$ cat src/rtl/pcm_lvm_pkg.sv
package pcm_lvm_pkg;

   typedef enum logic {
      FMT_LINEAR     = 1'b0,
      FMT_COMPRESSED = 1'b1
   } lvm_fmt_e;

   localparam int unsigned LVM_BYTE_W = 8;

endpackage

$ cat src/rtl/pcm_lvm_mag.sv
module pcm_lvm_mag
   import pcm_lvm_pkg::*;
#(
   parameter int unsigned NUM_CH = 4,
   parameter int unsigned SMP_W  = 16,
   parameter int unsigned CODE_W = 8,
   parameter int unsigned SEL_W  = $clog2(NUM_CH),
   parameter int unsigned MAG_W  = SMP_W - 1
) (
   input  logic                     clk,
   input  logic                     rst_n,
   input  logic [NUM_CH*SMP_W-1:0]  smp_bus,
   input  logic [SEL_W-1:0]         ch_sel,
   input  lvm_fmt_e                 fmt,
   output logic [MAG_W-1:0]         mag
);

   localparam logic [SMP_W-1:0] MOST_NEG = {1'b1, {(SMP_W-1){1'b0}}};
   localparam int unsigned      CMAG_W   = CODE_W - 1;

   logic [SMP_W-1:0] lane [NUM_CH];
   logic [SMP_W-1:0] pick;
   logic [SMP_W-1:0] negated;
   logic [MAG_W-1:0] lin_mag;
   logic [MAG_W-1:0] cmp_mag;

   genvar gi;
   generate
      for (gi = 0; gi < NUM_CH; gi++) begin : g_lane
         assign lane[gi] = smp_bus[gi*SMP_W +: SMP_W];
      end
   endgenerate

   assign pick    = lane[ch_sel];
   assign negated = ~pick + SMP_W'(1);

   always_comb begin
      if (pick == MOST_NEG) begin
         lin_mag = {MAG_W{1'b1}};
      end else if (pick[SMP_W-1]) begin
         lin_mag = negated[MAG_W-1:0];
      end else begin
         lin_mag = pick[MAG_W-1:0];
      end
   end

   assign cmp_mag = {{(MAG_W-CMAG_W){1'b0}}, pick[CMAG_W-1:0]};
   assign mag     = (fmt == FMT_COMPRESSED) ? cmp_mag : lin_mag;

   AST_CMP_RANGE: assert property (@(posedge clk) disable iff (!rst_n)
      (fmt == FMT_COMPRESSED) |-> (mag[MAG_W-1:CMAG_W] == '0));

endmodule

$ cat src/rtl/pcm_lvm_window.sv
module pcm_lvm_window #(
   parameter int unsigned CNT_W = 8,
   parameter int unsigned MAG_W = 15
) (
   input  logic              clk,
   input  logic              rst_n,
   input  logic              en,
   input  logic              clr,
   input  logic              strobe,
   input  logic [CNT_W-1:0]  win_n,
   input  logic [MAG_W-1:0]  mag,
   output logic              done,
   output logic [MAG_W-1:0]  value
);

   logic [CNT_W-1:0] cnt_q;
   logic [MAG_W-1:0] peak_q;
   logic [MAG_W-1:0] cand;
   logic             take;
   logic             direct;
   logic             last;

   assign take   = en && !clr && strobe;
   assign direct = (win_n == '0);
   assign last   = !direct && (cnt_q == win_n - CNT_W'(1));
   assign cand   = (mag > peak_q) ? mag : peak_q;
   assign done   = take && (direct || last);
   assign value  = direct ? mag : cand;

   always_ff @(posedge clk or negedge rst_n) begin
      if (!rst_n) begin
         cnt_q  <= '0;
         peak_q <= '0;
      end else if (!en || clr) begin
         cnt_q  <= '0;
         peak_q <= '0;
      end else if (take) begin
         if (direct || last) begin
            cnt_q  <= '0;
            peak_q <= '0;
         end else begin
            cnt_q  <= cnt_q + CNT_W'(1);
            peak_q <= cand;
         end
      end
   end

   AST_CNT_BOUND: assert property (@(posedge clk) disable iff (!rst_n)
      (en && !clr) |-> (direct ? (cnt_q == '0) : (cnt_q < win_n)));

   AST_PEAK_GROWS: assert property (@(posedge clk) disable iff (!rst_n)
      (take && !direct && !last) |=> (peak_q >= $past(peak_q)));

   AST_OFF_IDLE: assert property (@(posedge clk) disable iff (!rst_n)
      !en |=> (cnt_q == '0 && peak_q == '0));

   AST_CHG_IDLE: assert property (@(posedge clk) disable iff (!rst_n)
      clr |=> (cnt_q == '0 && peak_q == '0));

endmodule

$ cat src/rtl/pcm_lvm_result.sv
module pcm_lvm_result
   import pcm_lvm_pkg::*;
#(
   parameter int unsigned MAG_W = 15,
   parameter int unsigned RES_W = MAG_W + 1
) (
   input  logic                  clk,
   input  logic                  rst_n,
   input  logic                  load,
   input  logic [MAG_W-1:0]      load_val,
   input  logic                  rd_lo,
   input  logic                  rd_hi,
   output logic [LVM_BYTE_W-1:0] res_lo,
   output logic [LVM_BYTE_W-1:0] res_hi
);

   logic             ready_q;
   logic [MAG_W-1:0] val_q;
   logic             accept;
   logic [RES_W-1:0] word;

   assign accept = load && !ready_q;

   always_ff @(posedge clk or negedge rst_n) begin
      if (!rst_n) begin
         ready_q <= 1'b0;
         val_q   <= '0;
      end else if (accept) begin
         ready_q <= 1'b1;
         val_q   <= load_val;
      end else if (rd_hi) begin
         ready_q <= 1'b0;
      end
   end

   assign word   = {val_q, ready_q};
   assign res_lo = word[LVM_BYTE_W-1:0];
   assign res_hi = word[RES_W-1:LVM_BYTE_W];

   AST_HI_CLEARS: assert property (@(posedge clk) disable iff (!rst_n)
      (rd_hi && ready_q) |=> !ready_q);

   AST_LO_KEEPS: assert property (@(posedge clk) disable iff (!rst_n)
      (rd_lo && !rd_hi && ready_q) |=> ready_q);

   AST_HOLD: assert property (@(posedge clk) disable iff (!rst_n)
      ready_q |=> $stable(val_q));

   AST_LOAD_SETS: assert property (@(posedge clk) disable iff (!rst_n)
      (load && !ready_q) |=> (ready_q && val_q == $past(load_val)));

endmodule

$ cat src/rtl/pcm_level_meter.sv
module pcm_level_meter
   import pcm_lvm_pkg::*;
#(
   parameter int unsigned NUM_CH = 4,
   parameter int unsigned SMP_W  = 16,
   parameter int unsigned CODE_W = 8,
   parameter int unsigned CNT_W  = 8
) (
   input  logic                         clk,
   input  logic                         rst_n,
   input  logic                         smp_strobe,
   input  logic [NUM_CH*SMP_W-1:0]      smp_bus,
   input  logic [$clog2(NUM_CH)-1:0]    ch_sel,
   input  logic                         comp_mode,
   input  logic                         meter_en,
   input  logic [CNT_W-1:0]             win_count,
   input  logic                         rd_lo,
   input  logic                         rd_hi,
   output logic [LVM_BYTE_W-1:0]        res_lo,
   output logic [LVM_BYTE_W-1:0]        res_hi
);

   localparam int unsigned SEL_W = $clog2(NUM_CH);
   localparam int unsigned MAG_W = SMP_W - 1;
   localparam int unsigned CFG_W = SEL_W + 1 + CNT_W;

   generate
      if (NUM_CH < 2 || (NUM_CH & (NUM_CH - 1)) != 0) begin : g_bad_ch
         $error("NUM_CH must be a power of two, at least 2");
      end
      if (SMP_W != 2 * LVM_BYTE_W) begin : g_bad_smp
         $error("SMP_W must fill exactly two result bytes");
      end
      if (CODE_W < 2 || CODE_W > SMP_W) begin : g_bad_code
         $error("CODE_W out of range");
      end
      if (CNT_W < 1) begin : g_bad_cnt
         $error("CNT_W must be at least 1");
      end
   endgenerate

   logic [CFG_W-1:0] cfg_now;
   logic [CFG_W-1:0] cfg_q;
   logic             cfg_chg;
   logic [MAG_W-1:0] mag;
   logic             win_done;
   logic [MAG_W-1:0] win_val;
   lvm_fmt_e         fmt;

   assign fmt     = lvm_fmt_e'(comp_mode);
   assign cfg_now = {ch_sel, comp_mode, win_count};
   assign cfg_chg = (cfg_now != cfg_q);

   always_ff @(posedge clk or negedge rst_n) begin
      if (!rst_n) begin
         cfg_q <= '0;
      end else begin
         cfg_q <= cfg_now;
      end
   end

   pcm_lvm_mag #(
      .NUM_CH (NUM_CH),
      .SMP_W  (SMP_W),
      .CODE_W (CODE_W),
      .SEL_W  (SEL_W),
      .MAG_W  (MAG_W)
   ) u_mag (
      .clk     (clk),
      .rst_n   (rst_n),
      .smp_bus (smp_bus),
      .ch_sel  (ch_sel),
      .fmt     (fmt),
      .mag     (mag)
   );

   pcm_lvm_window #(
      .CNT_W (CNT_W),
      .MAG_W (MAG_W)
   ) u_win (
      .clk    (clk),
      .rst_n  (rst_n),
      .en     (meter_en),
      .clr    (cfg_chg),
      .strobe (smp_strobe),
      .win_n  (win_count),
      .mag    (mag),
      .done   (win_done),
      .value  (win_val)
   );

   pcm_lvm_result #(
      .MAG_W (MAG_W)
   ) u_res (
      .clk      (clk),
      .rst_n    (rst_n),
      .load     (win_done),
      .load_val (win_val),
      .rd_lo    (rd_lo),
      .rd_hi    (rd_hi),
      .res_lo   (res_lo),
      .res_hi   (res_hi)
   );

   AST_OFF_NO_LOAD: assert property (@(posedge clk) disable iff (!rst_n)
      (!meter_en && res_lo[0] == 1'b0) |=> (res_lo[0] == 1'b0));

   AST_CHG_NO_LOAD: assert property (@(posedge clk) disable iff (!rst_n)
      (cfg_chg && res_lo[0] == 1'b0 && !rd_hi) |=> (res_lo[0] == 1'b0));

endmodule

$ cat config.mk
export PLATFORM = sky130hd
export DESIGN_NAME = pcm_level_meter
export DESIGN_NICKNAME = d
export VERILOG_FILES = /design/src/rtl/pcm_lvm_pkg.sv /design/src/rtl/pcm_lvm_mag.sv /design/src/rtl/pcm_lvm_window.sv /design/src/rtl/pcm_lvm_result.sv /design/src/rtl/pcm_level_meter.sv
export SDC_FILE = /design/constraint.sdc
export NUM_CORES = 1
export LEC_CHECK = 0
export BUFFER_PORTS_ARGS = -buffer_cell sky130_fd_sc_hd__buf_2
export CELL_PAD_IN_SITES_DETAIL_PLACEMENT = 1
export CELL_PAD_IN_SITES_GLOBAL_PLACEMENT = 1
export CORE_UTILIZATION = 42
export CTS_BUF_LIST = sky130_fd_sc_hd__clkbuf_8
export CTS_CLUSTER_DIAMETER = 200
export DETAILED_ROUTE_END_ITERATION = 8
export GPL_TIMING_DRIVEN = 0
export PLACE_DENSITY = 0.81
export SYNTH_ARGS = -nofsm -noshare
export SYNTH_HDL_FRONTEND = slang
export SYNTH_SLANG_ARGS = --single-unit
$ cat constraint.sdc
create_clock -name clk -period 3.1 [get_ports clk]
set_input_delay 0.465 -clock clk [delete_from_list [all_inputs] [get_ports clk]]
set_output_delay 0.465 -clock clk [all_outputs]
set_load 0.02 [all_outputs]
# Word-level counts from Yosys, hierarchy flattened

Index checks and enable logic that the tools add are counted.

Register bits: 50
Output and inout port bits: 16
Word-level logic and storage cells: 45
Input bits: 81

Muxes and demuxes: 16
Reductions and logical operators: 14
Bitwise operators: 2
Add/sub/neg operators: 3
Order comparisons: 2
Equality and inequality tests: 3

Operators with widths:

| cell                  | number |
|---|---|
| $mux 15               | 8 |
| $bmux 16 s2           | 1 |
| $mux 16               | 2 |
| $mux 8                | 3 |
| $eq 16x16->1 const B  | 1 |
| $add 15x1->15 const B | 1 |
| $gt 15x15->1          | 1 |
| $not 15->15           | 1 |
| $ne 11x11->1          | 1 |
| $add 8x1->8 const B   | 1 |
| $eq 8x8->1            | 1 |
| $logic_not 8->1       | 1 |
| $sub 8x1->8 const B   | 1 |
| $logic_and 1x1->1     | 5 |
| $logic_not 1->1       | 4 |
| $reduce_bool 2->1     | 2 |
| $ge 3x3->1 const B    | 1 |
| $not 2->3             | 1 |
| $logic_or 1x1->1      | 2 |
| $mux 1                | 2 |

# Logic depth before layout (Yosys ltp)

Gate-level depths: netlist of run 1.

Word-level depth: 14
Mapped depth: 21
Gate-level depth less buffers: 16

# Modules after synthesis

Synthesis of run 1 repeated with hierarchy kept, for this count alone.

Cell total of the unflattened synthesis: 355
Area, all modules: 3,875.0 sq um

Modules (own cells, without submodules):

| module          | times used | area an instance (sq um) | cells each |
|---|---|---|---|
| pcm_lvm_window  | 1          | 1,833.0                  | 182 |
| pcm_lvm_mag     | 1          | 987.2                    | 110 |
| pcm_lvm_result  | 1          | 660.6                    | 37 |
| pcm_level_meter | 1          | 394.1                    | 26 |

# Worst setup path after synthesis of run 1

Ideal clock, no wire load.

Kind: input-to-reg
From: input port ch_sel[1]
To: register u_res.val_q[12]
Stages on the path: 17
Data required time: 2,975 ps
Arrival time: 4,609 ps
Slack: -1,634 ps
Setup time: 125 ps
Path through: buf_2 clkbuf_1 mux4_2 inv_1 ha_1 nor2b_1 nand2_1 or3_1 buf_2 o21ai_1 ha_1 a2111o_1 o221ai_1 a31oi_1 nor2_1 mux2_2 mux2_2

Word-level cells in the longest chain between the ends: 12
Elaborated cells between the ends (all ways): 19

Ends and longest elaborated chain:

| element                                     | line                  | text |
|---|---|---|
| start, declared                             | pcm_level_meter.sv:13 | `input logic [$clog2(NUM_CH)-1:0] ch_sel,` |
| $not 2->3 (not written as such)             | pcm_lvm_mag.sv:34     | `assign pick = lane[ch_sel];` |
| $bmux 16 s2                                 | pcm_lvm_mag.sv:34     |  |
| $mux 16 (not written as such) (2 in series) | pcm_lvm_mag.sv:34     |  |
| $not 15->15                                 | pcm_lvm_mag.sv:35     | `assign negated = ~pick + SMP_W'(1);` |
| $add 15x1->15                               | pcm_lvm_mag.sv:35     |  |
| $mux 15                                     | pcm_lvm_mag.sv:40     | `end else if (pick[SMP_W-1]) begin` |
| $mux 15                                     | pcm_lvm_mag.sv:38     | `if (pick == MOST_NEG) begin` |
| $mux 15                                     | pcm_lvm_mag.sv:48     | `assign mag = (fmt == FMT_COMPRESSED) ? cmp_mag : lin_mag;` |
| $gt 15x15->1                                | pcm_lvm_window.sv:26  | `assign cand = (mag > peak_q) ? mag : peak_q;` |
| $mux 15                                     | pcm_lvm_window.sv:26  |  |
| $mux 15                                     | pcm_lvm_window.sv:28  | `assign value = direct ? mag : cand;` |
| end signal, assigned                        | pcm_lvm_result.sv:30  | `val_q <= load_val;` |
| end, declared                               | pcm_lvm_result.sv:18  | `logic [MAG_W-1:0] val_q;` |

Several ways; a longest one is shown, not always the timed one. The select of a mux whose other input is x is not followed.
A chain may end at the register's enable or synchronous reset.

# Final worst setup path of run 1

From: input port ch_sel[0]
To: register u_win.peak_q[0]

Word-level cells in the longest chain between the ends: 14
Elaborated cells between the ends (all ways): 21

Ends and longest elaborated chain:

| element                                     | line                 | text |
|---|---|---|
| $not 2->3 (not written as such)             | pcm_lvm_mag.sv:34    |  |
| $bmux 16 s2                                 | pcm_lvm_mag.sv:34    |  |
| $mux 16 (not written as such) (2 in series) | pcm_lvm_mag.sv:34    |  |
| $not 15->15                                 | pcm_lvm_mag.sv:35    |  |
| $add 15x1->15                               | pcm_lvm_mag.sv:35    |  |
| $mux 15                                     | pcm_lvm_mag.sv:40    |  |
| $mux 15                                     | pcm_lvm_mag.sv:38    |  |
| $mux 15                                     | pcm_lvm_mag.sv:48    |  |
| $gt 15x15->1                                | pcm_lvm_window.sv:26 |  |
| $mux 15                                     | pcm_lvm_window.sv:26 |  |
| $mux 15                                     | pcm_lvm_window.sv:38 | `if (direct \|\| last) begin` |
| $mux 15                                     | pcm_lvm_window.sv:37 | `end else if (take) begin` |
| $mux 15                                     | pcm_lvm_window.sv:34 | `end else if (!en \|\| clr) begin` |
| end signal, assigned                        | pcm_lvm_window.sv:43 | `peak_q <= cand;` |
| end, declared                               | pcm_lvm_window.sv:17 | `logic [MAG_W-1:0] peak_q;` |

Several ways; a longest one is shown, not always the timed one. The select of a mux whose other input is x is not followed.

==> results.md, run 1 <==
* CTS tree: yes
* EDFF count, synth at 0
* Most common cell after layout, fill and taps aside: buf_2
* Syn_nets at 462
* Largest family of logic cells by synthesized area: compound AO/OA/AOI/OAI gates
* Worst Setup SP: ch_sel[0]
* Net Sw Power at 735 uW
* DRC Markers at 0
* Yosys top cell by area: dfrtp_1
* Cells after Synth at 362
* CTS Buf Count at 5
* Fraction of layout cells with a size suffix above 1 at 0.477
* # setup viols final at 30
* Synth Area in Compound Gates at 0.177
* Clock-pin slew on the worst setup and hold paths at between 0.1 and 0.15 ns
* CP endpoint: u_win.peak_q[0]
* Post-synthesis mux area share at 0.138
* Total gr overflow at 0
* CTS H-tree lvls at 2
* Fin. Hold Viols at 0
* DRT Wirelength at 17600 um
* Synth Cell Area at 3660 um2
* Core box area at 8340 um2
* Fill cells at 907
* CP max FO at 6
* Setup CP Type: input pin to flip-flop
* Synth cell types at 58
* Worst Setup End Kind: flip-flop
* Mapped Avg Cell Area at 10.1 um2
* Vias at 4030
* CP bufs+invs at 9
* # IOs at 97
* RR Endpoint: u_res.val_q[0]
* CP startpoint kind: input pin
* Largest net degree at the start of global routing at 51
* Reg-to-reg slack, setup at 0.11 ns
* Lkg Pwr at 2.37 nW
* Die span in x at 95.4 um
* Post-synthesis sequential area ratio at 0.342
* Outcome: finished with violations
* Bufs on Longest Clock Path at 2
* # diodes at 0
* Antenna-violating nets left at 0
* Seq pwr share at 0.338
* Total power at slightly below 2 mW
* Critical path, cell by cell: buf_12, buf_12, buf_12, mux4_2, inv_2, ha_4, nor2b_4, nand2_2, or3_4, buf_12, buf_16, a21oi_4, ha_4, a21oi_1, o21ai_0, nand2b_1, a31oi_4, buf_6, o41ai_4, buf_4, buf_6, nand2_2, o21ai_2
* Cells after DPL at approximately 560
* Worst slew margin at 0.0953
* Vias per cell at 6.49
* Combinational share of power at 0.428
* Critical-path top delay cell: mux4_2
* Area Growth Syn to Fin at 43.2%
* Initial Util at 0.439
* Worst Reg2Reg Path Length in Cells at 10
* Initial DRC count at 282
* First-pass GRT wire length at 20800 um
* Final Max Tran Viols at 0
* Period minus WS final at about 4.6 ns
* Data arrival, critical path at 4.81 ns
* Die area at 9090 um2
* Largest cells by area after synthesis: dfrtp_1 (34%), mux4_2 (9.8%), ha_1 (6.5%)
* Most frequent cells in the layout: buf_2 (95), dfrtp_1 (50), buf_4 (46)
* Max-Cap Viols at 0
* Synth Area in XOR/XNOR at 0.0837
* Clock Skew at 0.0118 ns
* Buffers on Ports at 95
* Failing checks: negative setup slack
* Most common flop cell mapped by yosys: dfrtp_1
* Unrepaired setup endpoints after global routing: true
* Worst path required time at 3.35 ns
* Gp weighted congestion at 0.828
* Clock sink count at 50
* PD cells at approximately 370 nW/um2
* Stages on the worst setup path at 23
* Skew-Pair Late Insertion Delay at 0.33 ns
* GR Util All Layers at 0.309
* WL per Instance at approximately 28 um
* YS warnings at 0
* Hpwl dp at roughly 8000 um
* Peak VDD IR at 201 uV
* Switching Share at 0.375
* Synth Area in Adders at 0.0649
* Final nets at around 600
* CP most frequent cell: buf_12
* Row count at 33
* Initial antenna violation count at 0
* Final worst setup slack at -1.47 ns
* Reg2reg start: u_win.cnt_q[2]
* Detailed Routing Iterations Pass 1 at 4
* Vias in the first global route at 3956
* Hold WC Path Type: input pin to flip-flop
* Fin crit share at 1.47
* P_int at about 1.2 mW
* Synth top area share at 0.342
* Synth Register Bits at 50
* Simple-gate share of the synthesized area at 0.140
* CP peak stage delay at around 0.53 ns
* Top Family by Delay on Critical Path: buffers and inverters
* CTS root buf: clkbuf_8
* Clock power share at 0.233
* Die Y at 95.4 um
* Worst slew pin tran at 1.34 ns
* Synth async-reset ratio at 1.00
* Non-Filler Instances at 621
* Max Freq at between 200 and 250 MHz
## Yosys cell counts (3+ instances only)
cell	n
o21ai_0	12
and3_1	4
nor4_1	6
nand3_1	6
mux4_2	16
a31oi_1	5
mux2_2	4
nor3_1	6
mux2i_1	9
nand4_1	6
xor2_1	12
buf_2	6
inv_1	22
or4_1	3
a22o_1	13
ha_1	19
or3_1	3
clkbuf_1	10
dfrtp_1	50
xnor2_1	23
nor2_1	15
o21ai_1	18
buf_6	3
nand2_1	30
a21oi_1	15
nand2b_1	3
nor2b_1	3
## metal layers
layer / wire length, um / vias to the layer above / global-route usage
li1: - / 1623 / -
met1: 6120 / 1959 / 0.360
met2: 8640 / 340 / 0.552
met3: 1430 / 108 / 0.0486
met4: 1400 / 0 / 0.141
met5: 0 / - / 0
## area by class of cell
| cell class | instances | area, um2 | area share |
|---|---|---|---|
| inverters | 23 | 87.6 | 0.0167 |
| clock buffers | 6 | 82.6 | 0.0157 |
| repair buffers | 148 | 972 | 0.185 |
| well taps | 105 | 131 | 0.0251 |
| clock inverters | 2 | 12.5 | 0.00239 |
| plain buffers | 18 | 156 | 0.0298 |
| flip-flops and latches | 50 | 1250 | 0.239 |
| multi-input cells | 269 | 2550 | 0.486 |
## per-stage QoR
stage / setup WS, ns / cell area [um2] / hold WS [ns] / setup TNS, ns / util
6_report: -1.47 / 5240 / 0.261 / -40.23 / 0.629
5_1_grt: -1.52 / 5240 / 0.265 / -42.69 / 0.629
4_1_cts: -1.00 / 5000 / 0.265 / -28.30 / 0.599
3_5_place_dp: -2.01 / 4390 / 0.467 / -56.90 / 0.526
3_3_place_gp: -1.77 / 4390 / 0.457 / -50.05 / 0.526
2_1_floorplan: -1.09 / 3780 / 0.169 / -29.93 / -
## logic make-up after synthesis
| family | count (synthesis) |
|---|---|
| xor+xnor | 35 |
| flops | 50 |
| compound gates | 90 |
| simple gates | 95 |
| mux | 30 |
| fa+ha+maj | 19 |
| buf+inv | 43 |
## worst min path at each step
stage | from | to | slack (ns) | cells after the start
after floorplan | rst_n | cfg_q[0] | 0.17 | 0
after global placement | u_res.val_q[11] | u_res.val_q[11] | 0.46 | 2
after detailed placement | u_res.val_q[11] | u_res.val_q[11] | 0.47 | 2
after CTS | comp_mode | cfg_q[8] | 0.26 | 1
after global routing | win_count[4] | cfg_q[4] | 0.27 | 1
final | win_count[4] | cfg_q[4] | 0.26 | 1
## timing repair
item / in CTS / in global routing
hold buffers: 0 / 0
buffers inserted: 33 / 18
gates resized for setup: 36 / 33
gates cloned: 4 / 0
endpoints found under the setup margin: 30 / 31
pin swaps: 24 / 17
## power by group through the flow
stage | Combinational [mW] | Sequential [mW] | Clock, mW
floorplan | 0.375 | 0.675 | 0
global placement | 0.518 | 0.675 | 0
detailed placement | 0.540 | 0.675 | 0
CTS | 0.673 | 0.662 | 0.416
global route | 0.876 | 0.664 | 0.463
finish | 0.840 | 0.663 | 0.457
## flip-flops by register name, summed over array words and instances (netlist names)
name           flops
cfg_q             11
u_res.ready_q      1
u_res.val_q       15
u_win.cnt_q        8
u_win.peak_q      15
(Power assumes the default switching activity.)
==> run 2, diff against run 1 <==
--- a/config.mk
+++ b/config.mk
@@ -6,14 +6,12 @@
 export NUM_CORES = 1
 export LEC_CHECK = 0
 export BUFFER_PORTS_ARGS = -buffer_cell sky130_fd_sc_hd__buf_2
-export CELL_PAD_IN_SITES_DETAIL_PLACEMENT = 1
-export CELL_PAD_IN_SITES_GLOBAL_PLACEMENT = 1
-export CORE_UTILIZATION = 42
+export CORE_UTILIZATION = 48
 export CTS_BUF_LIST = sky130_fd_sc_hd__clkbuf_8
 export CTS_CLUSTER_DIAMETER = 200
 export DETAILED_ROUTE_END_ITERATION = 8
 export GPL_TIMING_DRIVEN = 0
-export PLACE_DENSITY = 0.81
+export PLACE_DENSITY = 0.72
 export SYNTH_ARGS = -nofsm -noshare
 export SYNTH_HDL_FRONTEND = slang
 export SYNTH_SLANG_ARGS = --single-unit
==> results.md, run 2 (synthesized netlist as in run 1, its figures left out) <==
* Count of hold-fix buffers inserted at cts at 0 (unchanged)
* Lkg Pwr at 2.36 nW (-0.38%)
* Die span in x at 89.3 um (-6.3%)
* CP most frequent cell: buf_12
* CTS tree: yes
* Outcome: finished with violations
* Fin. Hold Viols at 0 (unchanged)
* Post-place instance area at 4380 um2 (-0.17%)
* Max-Cap Viols at 0 (unchanged)
* Setup WS pre-CTS at -1.75 ns (+0.263 ns)
* CP bufs+invs at 7 (-2)
* Antenna-violating nets left at 0 (unchanged)
* PD cells at 361 nW/um2 (-3.4%)
* Worst slew pin tran at 1.13 ns (-0.219 ns)
* DRT Wirelength at 10300 um (-41%)
* Peak VDD IR at 212 uV (+5.5%)
* Critical-path top delay cell: mux4_2
* Biggest regs: u_res.val_q (15), u_win.peak_q (15), cfg_q (11)
* Clock sink count at 50 (unchanged)
* Hpwl dp at 6580 um (-17%)
* Final Max Tran Viols at 0 (unchanged)
* Most common cell after layout, fill and taps aside: buf_2
* Final Util at 0.708 (+0.0789)
* Die area at 7980 um2 (-12%)
* Total gr overflow at 0 (unchanged)
* Initial DRC count at 213 (-24%)
* Initial Util at 0.499 (+0.0605)
* CTS H-tree lvls at 2 (unchanged)
* Max Freq at 233 MHz (+6.6%)
* Non-Filler Instances at 614 (-1.1%)
* Buffers on Ports at 95 (unchanged)
* CTS Buf Count at 5 (unchanged)
* CP max FO at 5 (-1)
* Detailed Routing Iterations Pass 1 at 4 (unchanged)
* DRC Markers at 0 (unchanged)
* Top Family by Delay on Critical Path: compound AO/OA/AOI/OAI gates
* # setup viols final at 30 (unchanged)
* # diodes at 0 (unchanged)
* Initial antenna violation count at 0 (unchanged)
* Clock-pin slew on the worst setup and hold paths at 0.09 ns (-0.03 ns)
* Vias in the first global route at 3333 (-16%)
* Setup CP Type: input pin to flip-flop
* Cells after DPL at 556 (-1.1%)
* Area Growth Syn to Fin at 41.7%
* Period minus WS final at 4.28 ns (-0.283 ns)
* Final nets at 614 (-0.16%)
* Data arrival, critical path at 4.52 ns (-0.29 ns)
* Worst path required time at 3.34 ns (about the same)
* Skew-Pair Late Insertion Delay at 0.31 ns (-0.02 ns)
* CP startpoint kind: input pin
* Total power at 1.87 mW (-4.5%)
* Hold WC Path Type: input pin to flip-flop
* CTS root buf: clkbuf_8
* Reg-to-reg slack, setup at 0.33 ns (+0.22 ns)
* Final worst setup slack at -1.18 ns (+0.283 ns)
* Vias at 3503 (-13%)
* Worst slew margin at 0.250 (+0.155)
* GR Util All Layers at 0.261 (-0.0477)
* Largest net degree at the start of global routing at 51 (unchanged)
* Failing checks: negative setup slack
* Core box area at 7330 um2 (-12%)
* Most frequent cells in the layout: buf_2 (96), dfrtp_1 (50), buf_4 (48)
* Vias per cell at 5.71 (-12%)
* Gp weighted congestion at 0.919 (+11%)
* Fraction of layout cells with a size suffix above 1 at 0.454 (-0.0224)
* Worst Setup End Kind: flip-flop
* Bufs on Longest Clock Path at 2 (unchanged)
* Post-route cell area at 5190 um2 (-1.1%)
* Die Y at 89.3 um (-6.3%)
* CP peak stage delay at 0.53 ns (about the same)
* Unrepaired setup endpoints after global routing: true
* # IOs at 97 (unchanged)
* Fin crit share at 1.38 (-0.0912)
* WL per Instance at 16.8 um (-41%)
* First-pass GRT wire length at 15800 um (-24%)
* Row count at 31 (-6.1%)
* Clock Skew at 0.00910 ns (-0.00269 ns)
* Critical path, cell by cell: buf_12, buf_12, buf_12, mux4_2, inv_2, ha_4, nor2b_4, nand2_2, buf_4, o41ai_4, xor2_2, a21oi_4, ha_4, nand4_1, nor4_4, a31oi_4, buf_4, o41ai_4, buf_6, nand2_1, o21ai_1
## run 2: cell type report
type / instances / area [um2]
multi-input combinational: 269 / 2510
inverter: 23 / 87.6
tap: 99 / 124
clock buffer: 5 / 68.8
fill: 523 / 2140
timing repair buffer: 149 / 975
clock inverter: 3 / 40.0
buffer: 16 / 133
sequential: 50 / 1250
## run 2: power by group
part	internal, mW	switching (mW)	leakage [nW]
sequential	0.659	0.00310	0.673
combinational	0.383	0.369	1.63
clock	0.238	0.222	0.0579
## run 2: worst register-to-register path: stages (launching register included)
cell      delay (ns)
dfrtp_1         0.37
clkbuf_1        0.20
o21ba_2         0.26
a221oi_1        0.31
a31oi_1         0.13
nor4_4          0.42
o21ai_1         0.13
clkbuf_1        0.30
clkbuf_1        0.31
nand2_1         0.15
o31ai_2         0.07
## run 2: path summary, 6_finish.rpt
kind	depth (start not counted)	startpoint	to
worst max-delay path	21	ch_sel[0]	u_win.peak_q[13]
max in group asynchronous	1	rst_n	cfg_q[9]
min in group asynchronous	1	rst_n	u_win.cnt_q[0]
worst max register to register	10	u_win.cnt_q[2]	u_res.val_q[0]
worst min register to register	2	u_res.val_q[4]	u_res.val_q[4]
worst min-delay path	1	win_count[4]	cfg_q[4]
## run 2: layer usage
| layer | up-vias | GRT usage | routed length, um |
|---|---|---|---|
| met1 | 1698 | 0.343 | 4280 |
| met3 | 33 | 0.0323 | 496 |
| li1 | 1632 | - | - |
| met5 | - | 0 | 0 |
| met2 | 140 | 0.438 | 5180 |
| met4 | 0 | 0.108 | 374 |
## run 2: metrics by stage
stage | setup TNS [ns] | hold slack, ns
2_1_floorplan | -29.93 | 0.169
3_3_place_gp | -47.91 | 0.464
3_5_place_dp | -49.15 | 0.468
4_1_cts | -27.97 | 0.277
5_1_grt | -37.93 | 0.270
6_report | -33.54 | 0.268
## run 2: what timing repair did
action	in CTS	in global routing
resized for setup	37	17
endpoints found under the hold margin	0	0
pin swaps	23	14
setup endpoints to repair	30	31
cloned	4	1
setup buffers	35	15
